<file path="config.mk">
export PLATFORM = sky130hd
export DESIGN_NAME = audio_link_front
export DESIGN_NICKNAME = d
export VERILOG_FILES = /design/src/rtl/audio_link_pkg.sv /design/src/rtl/word_fifo.sv /design/src/rtl/link_csr.sv /design/src/rtl/link_status.sv /design/src/rtl/audio_link_front.sv
export SDC_FILE = /design/constraint.sdc
export NUM_CORES = 1
export LEC_CHECK = 0
export ABC_AREA = 1
export BUFFER_PORTS_ARGS = -buffer_cell sky130_fd_sc_hd__buf_4
export CAP_MARGIN = 0
export CELL_PAD_IN_SITES_DETAIL_PLACEMENT = 0
export CELL_PAD_IN_SITES_GLOBAL_PLACEMENT = 2
export CORE_UTILIZATION = 40
export CTS_CLUSTER_SIZE = 28
export DETAILED_ROUTE_END_ITERATION = 7
export PLACE_DENSITY_LB_ADDON = 0.1
export SYNTH_ARGS = -nofsm -noshare
export SYNTH_HDL_FRONTEND = slang
export SYNTH_SLANG_ARGS = --single-unit
export TNS_END_PERCENT = 30
</file>
<file path="constraint.sdc">
create_clock -name clk -period 4.2 [get_ports clk]
set_input_delay 0.84 -clock clk [delete_from_list [all_inputs] [get_ports clk]]
set_output_delay 0.84 -clock clk [all_outputs]
set_load 0.005 [all_outputs]
</file>
<file path="src/rtl/audio_link_pkg.sv">
package audio_link_pkg;
  localparam int unsigned BUS_W = 32;

  localparam logic [7:0] OFS_CTRL = 8'h00;
  localparam logic [7:0] OFS_FMT  = 8'h04;
  localparam logic [7:0] OFS_STAT = 8'h0C;
  localparam logic [7:0] OFS_MASK = 8'h14;
  localparam logic [7:0] OFS_CLR  = 8'h18;
  localparam logic [7:0] OFS_DIV  = 8'h60;
  localparam logic [7:0] OFS_DATA = 8'h80;

  localparam int unsigned CTL_EN   = 0;
  localparam int unsigned CTL_BCLK = 2;
  localparam int unsigned CTL_SRST = 3;
  localparam int unsigned CTL_TXTH = 8;
  localparam int unsigned CTL_RXTH = 12;
  localparam int unsigned TH_W     = 4;

  localparam int unsigned FMT_ALT    = 0;
  localparam int unsigned FMT_NOREC  = 3;
  localparam int unsigned FMT_NOPLAY = 4;
  localparam int unsigned FMT_LOOP   = 5;

  localparam int unsigned ST_TXNF  = 0;
  localparam int unsigned ST_RXNE  = 1;
  localparam int unsigned ST_BUSY  = 2;
  localparam int unsigned ST_TXREQ = 3;
  localparam int unsigned ST_RXREQ = 4;
  localparam int unsigned ST_URUN  = 5;
  localparam int unsigned ST_OVR   = 6;
  localparam int unsigned ST_OFF   = 7;
  localparam int unsigned IRQ_SRCS = 4;

  typedef struct packed {
    logic [TH_W-1:0] rx_th;
    logic [TH_W-1:0] tx_th;
    logic            bclk_out;
    logic            en;
  } ctrl_t;

  typedef struct packed {
    logic loop;
    logic no_play;
    logic no_rec;
    logic alt;
  } fmt_t;
endpackage

</file>
<file path="src/rtl/word_fifo.sv">
module word_fifo #(
  parameter int unsigned W     = 32,
  parameter int unsigned DEPTH = 16
) (
  input  logic                         clk,
  input  logic                         rst_n,
  input  logic                         flush,
  input  logic                         push,
  input  logic [W-1:0]                 wdata,
  input  logic                         pop,
  output logic [W-1:0]                 head,
  output logic [$clog2(DEPTH+1)-1:0]   level,
  output logic                         full,
  output logic                         empty
);
  localparam int unsigned PW = (DEPTH > 1) ? $clog2(DEPTH) : 1;
  localparam int unsigned LW = $clog2(DEPTH + 1);

  logic [W-1:0]  mem [DEPTH];
  logic [PW-1:0] rd_ptr, wr_ptr;

  function automatic logic [PW-1:0] bump(input logic [PW-1:0] p);
    return (p == PW'(DEPTH - 1)) ? '0 : p + PW'(1);
  endfunction

  always_ff @(posedge clk or negedge rst_n) begin
    if (!rst_n) begin
      rd_ptr <= '0;
      wr_ptr <= '0;
      level  <= '0;
    end else if (flush) begin
      rd_ptr <= '0;
      wr_ptr <= '0;
      level  <= '0;
    end else begin
      if (push) wr_ptr <= bump(wr_ptr);
      if (pop)  rd_ptr <= bump(rd_ptr);
      case ({push, pop})
        2'b10:   level <= level + LW'(1);
        2'b01:   level <= level - LW'(1);
        default: level <= level;
      endcase
    end
  end

  always_ff @(posedge clk) begin
    if (push && !flush) mem[wr_ptr] <= wdata;
  end

  assign head  = mem[rd_ptr];
  assign full  = (level == LW'(DEPTH));
  assign empty = (level == '0);

  p_level_bound_r2: assert property (@(posedge clk) disable iff (!rst_n)
    level <= LW'(DEPTH));
endmodule

</file>
<file path="src/rtl/link_csr.sv">
module link_csr
  import audio_link_pkg::*;
#(
  parameter int unsigned ADDR_W = 8,
  parameter int unsigned DIV_W  = 7,
  parameter int unsigned WORD_W = 32
) (
  input  logic              clk,
  input  logic              rst_n,
  input  logic              bus_sel,
  input  logic              bus_wr,
  input  logic [ADDR_W-1:0] bus_addr,
  input  logic [BUS_W-1:0]  bus_wdata,
  input  logic [7:0]        stat_word,
  input  logic [WORD_W-1:0] rx_head,
  input  logic              rx_empty,
  input  logic              set_urun,
  input  logic              set_ovr,
  output ctrl_t             ctrl,
  output fmt_t              fmt,
  output logic [IRQ_SRCS-1:0] irq_mask,
  output logic [DIV_W-1:0]  div,
  output logic              urun,
  output logic              ovr,
  output logic              soft_rst,
  output logic              data_wr,
  output logic              data_rd,
  output logic [BUS_W-1:0]  bus_rdata
);
  logic wr_ctrl, wr_fmt, wr_mask, wr_clr, wr_div, rd_any;
  logic clr_urun, clr_ovr;
  logic unused_wbits;

  assign rd_any   = bus_sel && !bus_wr;
  assign wr_ctrl  = bus_sel && bus_wr && (bus_addr == ADDR_W'(OFS_CTRL));
  assign wr_fmt   = bus_sel && bus_wr && (bus_addr == ADDR_W'(OFS_FMT));
  assign wr_mask  = bus_sel && bus_wr && (bus_addr == ADDR_W'(OFS_MASK));
  assign wr_clr   = bus_sel && bus_wr && (bus_addr == ADDR_W'(OFS_CLR));
  assign wr_div   = bus_sel && bus_wr && (bus_addr == ADDR_W'(OFS_DIV));
  assign data_wr  = bus_sel && bus_wr && (bus_addr == ADDR_W'(OFS_DATA));
  assign data_rd  = rd_any && (bus_addr == ADDR_W'(OFS_DATA));
  assign soft_rst = wr_ctrl && bus_wdata[CTL_SRST];
  assign clr_urun = wr_clr && bus_wdata[ST_URUN];
  assign clr_ovr  = wr_clr && bus_wdata[ST_OVR];
  assign unused_wbits = ^{bus_wdata[BUS_W-1:16], bus_wdata[7:6], bus_wdata[1]};

  always_ff @(posedge clk or negedge rst_n) begin
    if (!rst_n) begin
      ctrl     <= '0;
      fmt      <= '0;
      irq_mask <= '0;
      div      <= '0;
      urun     <= 1'b0;
      ovr      <= 1'b0;
    end else if (soft_rst) begin
      ctrl     <= '0;
      fmt      <= '0;
      irq_mask <= '0;
      div      <= '0;
      urun     <= 1'b0;
      ovr      <= 1'b0;
    end else begin
      if (wr_ctrl) begin
        ctrl.en       <= bus_wdata[CTL_EN];
        ctrl.bclk_out <= bus_wdata[CTL_BCLK];
        ctrl.tx_th    <= bus_wdata[CTL_TXTH +: TH_W];
        ctrl.rx_th    <= bus_wdata[CTL_RXTH +: TH_W];
      end
      if (wr_fmt) begin
        fmt.alt     <= bus_wdata[FMT_ALT];
        fmt.no_rec  <= bus_wdata[FMT_NOREC];
        fmt.no_play <= bus_wdata[FMT_NOPLAY];
        fmt.loop    <= bus_wdata[FMT_LOOP];
      end
      if (wr_mask) irq_mask <= bus_wdata[ST_TXREQ +: IRQ_SRCS];
      if (wr_div)  div      <= bus_wdata[DIV_W-1:0];
      urun <= set_urun | (urun & !clr_urun);
      ovr  <= set_ovr  | (ovr  & !clr_ovr);
    end
  end

  always_comb begin
    bus_rdata = '0;
    if (rd_any) begin
      case (bus_addr)
        ADDR_W'(OFS_CTRL): bus_rdata = BUS_W'({ctrl.rx_th, ctrl.tx_th, 5'b0,
                                               ctrl.bclk_out, 1'b0, ctrl.en});
        ADDR_W'(OFS_FMT):  bus_rdata = BUS_W'({fmt.loop, fmt.no_play, fmt.no_rec,
                                               2'b0, fmt.alt});
        ADDR_W'(OFS_STAT): bus_rdata = BUS_W'(stat_word);
        ADDR_W'(OFS_MASK): bus_rdata = BUS_W'({irq_mask, 3'b0});
        ADDR_W'(OFS_DIV):  bus_rdata = BUS_W'(div);
        ADDR_W'(OFS_DATA): bus_rdata = rx_empty ? '0 : BUS_W'(rx_head);
        default:           bus_rdata = '0;
      endcase
    end
  end

  p_ovr_sticky_r7: assert property (@(posedge clk) disable iff (!rst_n)
    (ovr && !clr_ovr && !soft_rst) |=> ovr);
  p_urun_sticky_r7: assert property (@(posedge clk) disable iff (!rst_n)
    (urun && !clr_urun && !soft_rst) |=> urun);
endmodule

</file>
<file path="src/rtl/link_status.sv">
module link_status
  import audio_link_pkg::*;
#(
  parameter int unsigned DEPTH = 16,
  parameter int unsigned LW    = 5
) (
  input  logic                clk,
  input  logic                rst_n,
  input  logic                link_on,
  input  logic                frame_active,
  input  logic [LW-1:0]       tx_level,
  input  logic [LW-1:0]       rx_level,
  input  logic [TH_W-1:0]     tx_th,
  input  logic [TH_W-1:0]     rx_th,
  input  logic                urun,
  input  logic                ovr,
  input  logic [IRQ_SRCS-1:0] irq_mask,
  output logic [7:0]          stat_word,
  output logic                tx_req,
  output logic                rx_req,
  output logic                irq
);
  logic [IRQ_SRCS-1:0] term;
  logic busy;

  assign busy   = link_on | frame_active;
  assign tx_req = (tx_level <= LW'(tx_th));
  assign rx_req = (rx_level >= LW'(rx_th));

  always_comb begin
    stat_word           = '0;
    stat_word[ST_TXNF]  = (tx_level != LW'(DEPTH));
    stat_word[ST_RXNE]  = (rx_level != '0);
    stat_word[ST_BUSY]  = busy;
    stat_word[ST_TXREQ] = tx_req;
    stat_word[ST_RXREQ] = rx_req;
    stat_word[ST_URUN]  = urun;
    stat_word[ST_OVR]   = ovr;
    stat_word[ST_OFF]   = !busy;
  end

  for (genvar g = 0; g < IRQ_SRCS; g++) begin : g_src
    assign term[g] = stat_word[ST_TXREQ + g] & irq_mask[g];
  end
  assign irq = |term;

  p_off_idle_r13: assert property (@(posedge clk) disable iff (!rst_n)
    stat_word[ST_OFF] |-> (!link_on && !frame_active));
endmodule

</file>
<file path="src/rtl/audio_link_front.sv">
module audio_link_front
  import audio_link_pkg::*;
#(
  parameter int unsigned ADDR_W   = 8,
  parameter int unsigned SAMPLE_W = 16,
  parameter int unsigned DEPTH    = 16,
  parameter int unsigned DIV_W    = 7
) (
  input  logic                  clk,
  input  logic                  rst_n,
  input  logic                  bus_sel,
  input  logic                  bus_wr,
  input  logic [ADDR_W-1:0]     bus_addr,
  input  logic [BUS_W-1:0]      bus_wdata,
  output logic [BUS_W-1:0]      bus_rdata,
  output logic                  tx_valid,
  input  logic                  tx_ready,
  output logic [2*SAMPLE_W-1:0] tx_word,
  input  logic                  rx_valid,
  output logic                  rx_ready,
  input  logic [2*SAMPLE_W-1:0] rx_word,
  input  logic                  frame_active,
  output logic                  link_en,
  output logic                  bclk_out,
  output logic                  left_just,
  output logic [DIV_W-1:0]      clk_div,
  output logic                  tx_req,
  output logic                  rx_req,
  output logic                  irq
);
  localparam int unsigned WORD_W = 2 * SAMPLE_W;
  localparam int unsigned LW     = $clog2(DEPTH + 1);

  ctrl_t               ctrl;
  fmt_t                fmt;
  logic [IRQ_SRCS-1:0] irq_mask;
  logic                urun, ovr, soft_rst, data_wr, data_rd;
  logic [7:0]          stat_word;
  logic [WORD_W-1:0]   tx_head, rx_head, rx_src_word;
  logic [LW-1:0]       tx_level, rx_level;
  logic                tx_full, tx_empty, rx_full, rx_empty;
  logic                play_on, rec_on, tx_fire, tx_push, rx_pop, rx_push;
  logic                rx_src_valid, set_urun, set_ovr;

  assign play_on  = ctrl.en & !fmt.no_play;
  assign rec_on   = ctrl.en & !fmt.no_rec;
  assign tx_valid = play_on & !tx_empty;
  assign tx_word  = tx_head;
  assign tx_fire  = tx_valid & tx_ready;
  assign set_urun = play_on & tx_ready & tx_empty;
  assign tx_push  = data_wr & !tx_full;

  assign rx_ready     = rec_on & !fmt.loop;
  assign rx_src_valid = fmt.loop ? tx_fire : rx_valid;
  assign rx_src_word  = fmt.loop ? tx_head : rx_word;
  assign rx_push      = rec_on & rx_src_valid & !rx_full;
  assign set_ovr      = rec_on & rx_src_valid & rx_full;
  assign rx_pop       = data_rd & !rx_empty;

  assign link_en   = ctrl.en;
  assign bclk_out  = ctrl.bclk_out;
  assign left_just = fmt.alt;

  link_csr #(.ADDR_W(ADDR_W), .DIV_W(DIV_W), .WORD_W(WORD_W)) u_csr (
    .clk(clk), .rst_n(rst_n), .bus_sel(bus_sel), .bus_wr(bus_wr),
    .bus_addr(bus_addr), .bus_wdata(bus_wdata), .stat_word(stat_word),
    .rx_head(rx_head), .rx_empty(rx_empty), .set_urun(set_urun),
    .set_ovr(set_ovr), .ctrl(ctrl), .fmt(fmt), .irq_mask(irq_mask),
    .div(clk_div), .urun(urun), .ovr(ovr), .soft_rst(soft_rst),
    .data_wr(data_wr), .data_rd(data_rd), .bus_rdata(bus_rdata)
  );

  word_fifo #(.W(WORD_W), .DEPTH(DEPTH)) u_txq (
    .clk(clk), .rst_n(rst_n), .flush(soft_rst), .push(tx_push),
    .wdata(bus_wdata[WORD_W-1:0]), .pop(tx_fire), .head(tx_head),
    .level(tx_level), .full(tx_full), .empty(tx_empty)
  );

  word_fifo #(.W(WORD_W), .DEPTH(DEPTH)) u_rxq (
    .clk(clk), .rst_n(rst_n), .flush(soft_rst), .push(rx_push),
    .wdata(rx_src_word), .pop(rx_pop), .head(rx_head),
    .level(rx_level), .full(rx_full), .empty(rx_empty)
  );

  link_status #(.DEPTH(DEPTH), .LW(LW)) u_stat (
    .clk(clk), .rst_n(rst_n), .link_on(ctrl.en), .frame_active(frame_active),
    .tx_level(tx_level), .rx_level(rx_level), .tx_th(ctrl.tx_th),
    .rx_th(ctrl.rx_th), .urun(urun), .ovr(ovr), .irq_mask(irq_mask),
    .stat_word(stat_word), .tx_req(tx_req), .rx_req(rx_req), .irq(irq)
  );

  p_tx_drop_r2: assert property (@(posedge clk) disable iff (!rst_n)
    (data_wr && tx_full && !tx_fire && !soft_rst) |=> (tx_level == $past(tx_level)));
  p_rx_empty_read_r3: assert property (@(posedge clk) disable iff (!rst_n)
    (data_rd && rx_empty) |-> (bus_rdata == '0));
  p_rx_drop_r5: assert property (@(posedge clk) disable iff (!rst_n)
    (set_ovr && !rx_pop && !soft_rst) |=> (rx_level == $past(rx_level)));
  p_urun_set_r6: assert property (@(posedge clk) disable iff (!rst_n)
    (set_urun && !soft_rst) |=> urun);
  p_srst_flush_r11: assert property (@(posedge clk) disable iff (!rst_n)
    soft_rst |=> (tx_level == '0 && rx_level == '0 && !ctrl.en && !urun && !ovr));
endmodule

</file>
Yosys cells after proc, flatten, opt, wreduce, memory -nomap -nowiden. Memory sizes are Yosys's and may differ from the RTL's. Cells that the tools add are included.

Register bits after elaboration: 53. Bits in writable memories: 1024. Output and inout bits: 79. Word-level logic and storage cells: 144. Memories: 2.

Add/subtract/negate cells: 8. Magnitude comparators: 2. Equal/unequal tests: 17. Mux-type cells: 35. Bitwise logic cells: 21. Reduce and logical (&&, ||, !) cells: 41.

Memory list: u_rxq.mem (words 16, bits a word 32, read ports 1, clocked after memory_dff 0, write ports 1, line word_fifo.sv:19) `logic [W-1:0] mem [DEPTH];`; u_txq.mem (words 16, bits a word 32, read ports 1, clocked after memory_dff 0, write ports 1, line word_fifo.sv:19).

Operator list (number): one-hot mux 32 bit (6 select lines) (1); 2-to-1 mux 32 bit (3); 2-to-1 mux 4 bit (16); 2-to-1 mux 10 bit (2); one-hot mux 5 bit (2 select lines) (2); AND 1 bit (18); adder 4 x 1 -> 4 bit (second input constant) (4); equality test 4 bit (second input constant) (4); equality test 8 x 5 -> 1 bit (second input constant) (2); nonzero test 2 bit (8); logical AND 1 bit (14); 2-to-1 mux 7 bit (2); logical NOT 1 bit (12); adder 5 x 1 -> 5 bit (second input constant) (2); equality test 5 bit (second input constant) (2); logical NOT 5 bit (2); 2-to-1 mux 5 bit (2); subtractor 5 x 1 -> 5 bit (second input constant) (2); equality test 8 x 3 -> 1 bit (second input constant) (1); equality test 8 x 4 -> 1 bit (second input constant) (1); equality test 8 x 7 -> 1 bit (second input constant) (1); equality test 8 bit (second input constant) (1); logical NOT 8 bit (1); 2-to-1 mux 1 bit (7); 9 further kinds (14).

Logic depth before layout (Yosys ltp). Gate-level depths: netlist of run 1.

Depth in word-level cells: 10. Gate-level depth with buffers: 18. Gate-level depth less buffers: 18.

Modules after synthesis. From an unflattened synthesis of run 1, not the netlist that was laid out.

Cells, all modules: 3742. Area, all modules: 44452.6 sq um.

Modules (own cells, without submodules): word_fifo at u_rxq (instances 1, cells each 1679, area each 20905.0 sq um); word_fifo at u_txq (instances 1, cells each 1584, area each 20805.0 sq um); link_csr (instances 1, cells each 293, area each 1883.1 sq um); audio_link_front (instances 1, cells each 126, area each 519.2 sq um); link_status (instances 1, cells each 60, area each 340.3 sq um).

Worst setup path before layout of run 1. OpenSTA, ideal clock, no wires.

Path kind: input-to-reg. From: input port bus_addr[5]. To: memory u_rxq.mem[15][0], enable pin. Library setup time: 461 ps. Data arrival time: 3576 ps. Required time: 3739 ps. Slack: 163 ps. Stages on the path: 8. Path buffers: 0. Cell sequence: inv_1 nand3_1 nor2_2 nand2_2 nor2_4 nand2_2 inv_2 nor3_1.

Longest elaborated chain between the ends: 7.

RTL lines: start, declared (line audio_link_front.sv:13) `input logic [ADDR_W-1:0] bus_addr,`; logical NOT 8 bit (line link_csr.sv:35) `assign wr_ctrl = bus_sel && bus_wr && (bus_addr == ADDR_W'(OFS_CTRL));`; logical AND 1 bit (line link_csr.sv:35); logical AND 1 bit (line link_csr.sv:42) `assign soft_rst = wr_ctrl && bus_wdata[CTL_SRST];`; logical NOT 1 bit (line word_fifo.sv:47) `if (push && !flush) mem[wr_ptr] <= wdata;`; logical AND 1 bit (line word_fifo.sv:47); 2-to-1 mux 1 bit (line word_fifo.sv:47); 2-to-1 mux 1 bit (not written as such) (line word_fifo.sv:47); end, declared (line word_fifo.sv:19).

Every way passes these cells.

Worst setup path in the final report of run 1.
From: register u_txq.rd_ptr[2]. To: output port tx_word[24].

Longest elaborated chain between the ends: 1.

RTL lines: start, declared (line word_fifo.sv:20) `logic [PW-1:0] rd_ptr, wr_ptr;`; start signal, assigned (line word_fifo.sv:37) `if (pop) rd_ptr <= bump(rd_ptr);`; memory read (16 x 32 bit); end, declared (line audio_link_front.sv:18) `output logic [2*SAMPLE_W-1:0] tx_word,`.

Every way passes these cells.

==> qor.yml, run 1 <==
synth:
  synth_top_cell_area_share: 0.710
  synth_edf_count: 1024
  synthTopCellsByArea: "edfxtp_1 (71%), o21ai_0 (4.5%), nor2_1 (4.1%)"
  syn_inst: 3356
  synth_seq_cells: 1077
  synth_mux_area_frac: 0
  synth_xor_area_frac: 0.00182
  yosys.area.top_type: "edfxtp_1"
  syn_area_um2: 43300
  yosysWarnings: 0
  synth_cell_types: 48
  synth-compound-area-share: 0.120
  async_reset_ff_frac: 0.0492
  syn_avg_cell_area_um2: 12.9
  synth-adder-area-share: 0.00710
  synth-simple-area-share: 0.101
  syn_nets: 3459
  seq_area_frac_synth: 0.740
  synth_top_family_by_area: "compound AO/OA/AOI/OAI gates"
  ys.flop_type: "edfxtp_1"
clock_network:
  cts_tree: "done"
  cts-hold-fix-buffers: 0
  ctsLongestPathBuffers: 3
  cts_htree_levels: 3
  clkSinkCount: 1077
  insertion_delay_ns: 0.71
  cts.clk_slew.worst_paths_ns: 0.06
  clock_tree.root_cell: "clkbuf_16"
  cts_buffers: 115
critical_path:
  critPathLaunchType: "flop"
  r2r-end: "u_rxq.mem[9][17]$_DFFE_PP_"
  cp.required_ns: 3.36
  cp.depth: 7
  critPathKind: "flop to primary output"
  crit_path_frequent_cell: "buf_4"
  slowest_delay_ns: 0.76
  slowest_stage: "dfrtp_2"
  crit_chain: "nand2_2, inv_1, buf_4, nand3_1, nand4_1, nand2_1, buf_4"
  rr_startpoint: "u_txq.rd_ptr[0]$_DFFE_PN0P_"
  critPathTopFamily: "simple AND/OR/NAND/NOR gates"
  cp_max_fo: 16
  path_buf_inv: 3
  reg2regPathDepth: 6
  r2r_setup_slack_ns: 0.82
  endpoint_kind: "primary output"
  critPathArrivalTime_ns: 3.17
timing:
  min_period_over_period: 0.954
  finClkSkew_ns: 0.0301
  slew_violations: 0
  min_period_ns: 4.01
  worst_pin_slew_ns: 0.883
  fmax_mhz: 249
  fin_tns_setup_ns: 0
  timing.final.hold_violations: 0
  rsz0062_at_grt: "false"
  finalSetupViolations: 0
  fin_hold_ws_ns: 0.193
  relSlewSlack: 0.412
layout:
  final_common_cell: "edfxtp_1"
  area_growth_pct: 16.9
  design_area_um2: 50600
  drive_above_1_share: 0.151
  fin_cells: 5055
  nNetsFinal: 3653
  final_cell_mix: "edfxtp_1 (1024), nor2_1 (439), nand2_1 (403)"
  fillers: 9514
power_and_ir_drop:
  seq_power_share: 0.460
  p_clk_frac: 0.392
  ir_drop_uv: 307
  p_switching_w: 0.00694
  power_w: 0.0260
  switching_share: 0.267
  comb_power_share: 0.147
  power.density_nw_per_um2: 513
  leakagePower_nw: 17.3
  intPower_w: 0.0190
placed_design:
  place_congestion: 0.822
  dpl.cell_count: 4836
  io_buffers: 157
  post-dp-hpwl_mm: 78.9
  placed_cell_area_um2: 46800
worst_hold_path:
  hp-class: "input port to async pin"
floorplanning:
  fp-row-count: 120
  core_um2: 107000
  dieArea_um2: 110000
  die_y_um: 331
  start_util: 0.404
  dieWidth_um: 331
  ioPinCount: 158
run_status:
  outcome: "complete, no violations"
routing:
  remaining_drc_errors: 0
  routed_wl_mm: 133
  detail-route-antenna-nets: 0
  drt_pass1_iterations: 5
  drt_iter0_markers: 2552
  routedWlPerCell_um: 26.4
  vias_per_cell: 5.64
  num_vias: 28500
grt:
  grt_pass1_vias: 28100
  grt_antenna_before_repair: 7
  grt_pass1_wl_mm: 192
  grt_max_degree: 126
  track_usage: 0.242
  grt-ovfl-total: 0
run:
  drv_cap: 0
## worst max path at each step
stage,startpoint,end,slack [ns]
4_1_cts,u_rxq.rd_ptr[0]$_DFFE_PN0P_,bus_rdata[24],0.01
6_report,u_txq.rd_ptr[2]$_DFFE_PN0P_,tx_word[24],0.19
3_5_place_dp,bus_addr[4],u_rxq.mem[3][9]$_DFFE_PP_,0.73
5_1_grt,u_rxq.rd_ptr[0]$_DFFE_PN0P_,bus_rdata[5],0.01
2_1_floorplan,bus_addr[5],u_rxq.mem[15][0]$_DFFE_PP_,0.16
3_3_place_gp,bus_addr[4],bus_rdata[2],0.79
## state kept, by name, indices dropped and copies added, names as in the netlist, 4 cells and up
register / flops
u_csr.ctrl: 10
u_csr.div: 7
u_csr.fmt: 4
u_csr.irq_mask: 4
u_rxq.level: 5
u_rxq.mem: 512
u_rxq.rd_ptr: 4
u_rxq.wr_ptr: 4
u_txq.level: 5
u_txq.mem: 512
u_txq.rd_ptr: 4
u_txq.wr_ptr: 4
## layer usage
layer / vias to the layer above / global-route usage / share of wire
met5: - / 0 / 0.00050
met4: 10 / 0.0555 / 0.020
met3: 193 / 0.0437 / 0.053
met2: 771 / 0.412 / 0.49
met1: 14600 / 0.322 / 0.43
li1: 12900 / - / -
## repair_timing
item / in CTS / in global routing
endpoints found under the setup margin: 0 / 12
setup buffers: 0 / 0
endpoints found under the hold margin: 0 / 0
gates resized for setup: 0 / 3
## cell type report
cell class | instances | area [um^2] | share of cell area
clock buffer | 149 | 3120 | 0.0616
clock inverter | 69 | 677 | 0.0134
antenna | 1 | 2.50 | 0.0000494
inverter | 89 | 347 | 0.00684
sequential | 1077 | 32100 | 0.634
multi-input combinational | 1980 | 10200 | 0.202
tap | 1403 | 1760 | 0.0347
timing repair buffer | 287 | 2400 | 0.0474
## cells by family after synthesis
kind of cell    after synthesis
simple gates               1059
flops                      1077
compound gates              888
buf+inv                     299
xor+xnor                      9
fa+ha+maj                    24
## stage by stage
| step | utilization | setup slack [ns] |
|---|---|---|
| after global placement | 0.437 | 0.790 |
| final | 0.472 | 0.191 |
| after global routing | 0.472 | 0.0148 |
| after detailed placement | 0.437 | 0.735 |
| after CTS | 0.472 | 0.0139 |
| after floorplan | - | 0.163 |
## power groups by stage
stage	clock network, W	registers, W	logic (W)
6_report	0.0102	0.0120	0.00383
5_1_grt	0.0108	0.0120	0.00420
4_1_cts	0.0104	0.0120	0.00388
3_5_place_dp	0	0.0122	0.00387
3_3_place_gp	0	0.0122	0.00381
2_1_floorplan	0	0.0121	0.00225
## cell usage after synthesis, types with 7 or more instances
library cell and number:
ha_1 23, o211ai_1 20, inv_1 70, o22ai_1 116, buf_1 12, clkbuf_1 101
nand2_1 404, buf_2 73, nand3_1 129, xor2_1 7, edfxtp_1 1024, a31oi_1 45
a21oi_1 101, o21ai_0 393, inv_2 13, buf_4 19, nor2_1 471, dfrtp_1 53
o21ai_1 84, nand4_1 26, o221ai_1 65, a221oi_1 44
No activity file was read; power rests on OpenSTA's default activity.
==> run 2, diff against run 1 <==
--- a/config.mk
+++ b/config.mk
@@ -8,7 +8,7 @@
 export ABC_AREA = 1
 export BUFFER_PORTS_ARGS = -buffer_cell sky130_fd_sc_hd__buf_4
 export CAP_MARGIN = 0
-export CELL_PAD_IN_SITES_DETAIL_PLACEMENT = 0
+export CELL_PAD_IN_SITES_DETAIL_PLACEMENT = 1
 export CELL_PAD_IN_SITES_GLOBAL_PLACEMENT = 2
 export CORE_UTILIZATION = 40
 export CTS_CLUSTER_SIZE = 28
==> run 2 against run 1 <==
Combinational power grew 2%. Clock skew decreased by 0.0063 ns. Flip-flop and latch count unchanged. Critical endpoint unchanged. Highest routed layer unchanged.
==> qor.yml, run 2 (same netlist as run 1, synthesis figures left out) <==
run_status:
  outcome: "complete, no violations"
timing:
  fin_hold_ws_ns: 0.197  # +0.00432 ns
  relSlewSlack: 0.388  # -0.0233
  min_period_over_period: 0.959  # +0.00459
  rsz0062_at_grt: "true"
  worst_pin_slew_ns: 0.917  # +0.0349 ns
  finClkSkew_ns: 0.0238  # -0.00629 ns
  min_period_ns: 4.03  # +0.0193 ns
  finalSetupViolations: 0  # unchanged
  slew_violations: 0  # unchanged
  fmax_mhz: 248  # -0.48%
  timing.final.hold_violations: 0  # unchanged
power_and_ir_drop:
  leakagePower_nw: 17.1  # -1.0%
  switching_share: 0.273  # +0.00602
  comb_power_share: 0.154  # +0.007
  seq_power_share: 0.471  # +0.011
  intPower_w: 0.0184  # -3.1%
  p_switching_w: 0.00693  # -0.13%
  power.density_nw_per_um2: 504  # -1.7%
  ir_drop_uv: 339  # +10%
  p_clk_frac: 0.375  # -0.017
critical_path:
  cp.required_ns: 3.36  # about the same
  cp_max_fo: 21  # +5
  critPathLaunchType: "flop"
  slowest_stage: "dfrtp_2"
  crit_path_frequent_cell: "buf_4"
  critPathKind: "flop to primary output"
  crit_chain: "nand2_2, buf_4, a21oi_1, a221oi_1, o21ai_1, nand2_1, buf_4"
  slowest_delay_ns: 0.62  # -0.14 ns
  critPathArrivalTime_ns: 3.19  # +0.02 ns
  endpoint_kind: "primary output"
routing:
  drt_iter0_markers: 2277  # -11%
  drt_pass1_iterations: 5  # unchanged
  detail-route-antenna-nets: 0  # unchanged
  remaining_drc_errors: 0  # unchanged
  routed_wl_mm: 140  # +4.8%
  vias_per_cell: 5.74  # +1.8%
  num_vias: 29000  # +1.6%
  routedWlPerCell_um: 27.7  # +5.0%
layout:
  final_common_cell: "edfxtp_1"
  fin_cells: 5045  # -0.20%
  final_cell_mix: "edfxtp_1 (1024), nor2_1 (439), nand2_1 (403)"
  biggestRegsByFlops: "u_rxq.mem: 512 flops, u_txq.mem: 512 flops, u_csr.ctrl: 10 flops"
  seqCellArea_um2: 32100  # unchanged
  fillers: 10800  # +14%
  multi_input_area_um2: 10200  # unchanged
  drive_above_1_share: 0.146  # -0.00594
  antenna_cells: 0  # -1
  nNetsFinal: 3653  # unchanged
  area_growth_pct: 16.1
floorplanning:
  dieArea_um2: 110000  # unchanged
  dieWidth_um: 331  # unchanged
  ioPinCount: 158  # unchanged
  start_util: 0.404  # unchanged
  core_um2: 107000  # unchanged
  fp-row-count: 120  # unchanged
  die_y_um: 331  # unchanged
grt:
  grt_pass1_vias: 30600  # +8.9%
  grt-ovfl-total: 0  # unchanged
  grt_pass1_wl_mm: 203  # +5.7%
  grt_max_degree: 126  # unchanged
  grt_antenna_before_repair: 7  # unchanged
  track_usage: 0.255  # +0.0128
clock_network:
  clkSinkCount: 1077  # unchanged
  insertion_delay_ns: 0.71  # about the same
  cts_htree_levels: 3  # unchanged
  cts_tree: "done"
  cts_buffers: 115  # unchanged
  clock_tree.root_cell: "clkbuf_16"
  ctsLongestPathBuffers: 3  # unchanged
  cts-hold-fix-buffers: 0  # unchanged
  cts.clk_slew.worst_paths_ns: 0.06  # about the same
run:
  drv_cap: 0  # unchanged
placed_design:
  place_congestion: 0.822  # unchanged
  io_buffers: 157  # unchanged
  dpl.cell_count: 4836  # unchanged
  post-dp-hpwl_mm: 84.4  # +7.0%
worst_hold_path:
  hp-class: "input port to async pin"
[run 2: per-layer routing]
layer / global-route usage / vias to the layer above / share of wire
li1: - / 12900 / -
met1: 0.330 / 15100 / 0.42
met2: 0.432 / 738 / 0.49
met3: 0.0514 / 230 / 0.057
met4: 0.0752 / 12 / 0.027
met5: 0 / - / 0.00064
[run 2: worst paths after layout]
path / endpoint / from / cells past startpoint / slack [ns]
max in group asynchronous: u_rxq.rd_ptr[0]$_DFFE_PN0P_ / rst_n / 1 / 3.40
hold / removal: u_csr.div[4]$_DFFE_PN0P_ / rst_n / 1 / 0.20
setup / recovery: tx_word[24] / u_txq.rd_ptr[2]$_DFFE_PN0P_ / 7 / 0.17
setup reg to reg: u_rxq.mem[5][17]$_DFFE_PP_ / u_txq.rd_ptr[0]$_DFFE_PN0P_ / 6 / 0.83
hold reg to reg: u_csr.fmt[2]$_DFFE_PN0P_ / u_csr.fmt[2]$_DFFE_PN0P_ / 2 / 0.51
min in group clk: u_txq.mem[7][27]$_DFFE_PP_ / bus_wdata[27] / 1 / 0.43
[run 2: layout make-up]
type / count / area share
Tap cell: 1403 / 0.0349
Multi-Input combinational cell: 1980 / 0.204
Clock inverter: 49 / 0.00644
Clock buffer: 160 / 0.0625
Inverter: 89 / 0.00694
Sequential cell: 1077 / 0.638
Timing Repair Buffer: 287 / 0.0476
[run 2: power groups by stage]
stage / logic (W) / registers [W] / clock network, W
finish: 0.00390 / 0.0120 / 0.00951
detailed placement: 0.00394 / 0.0122 / 0
floorplan: 0.00225 / 0.0121 / 0
global placement: 0.00381 / 0.0122 / 0
CTS: 0.00395 / 0.0120 / 0.00968
global route: 0.00428 / 0.0120 / 0.0100
[run 2: per-stage QoR]
stage                     TNS (ns)   util  setup slack [ns]  total power, W  cell area [um^2]
after floorplan                  0      -             0.163          0.0143             43300
after global placement           0  0.437             0.790          0.0160             46800
after detailed placement         0  0.437             0.711          0.0161             46800
after CTS                        0  0.469            0.0344          0.0256             50300
after global routing      -0.00902  0.469          -0.00485          0.0263             50300
final                            0  0.469             0.172          0.0254             50300
[run 2: worst max-delay path, delay by kind of cell, from the launching register on]
family / cells / cell delay (ns)
and+or+nand+nor: 2 / 0.58
AOI/OAI and AO/OA: 3 / 0.70
DFF: 1 / 0.62
buffers and inverters: 2 / 0.57
[run 2: repair_timing]
action / in CTS / in global routing
setup buffers: 0 / 0
resized for setup: 1 / 2
setup endpoints to repair: 1 / 3
pin swaps: 0 / 0
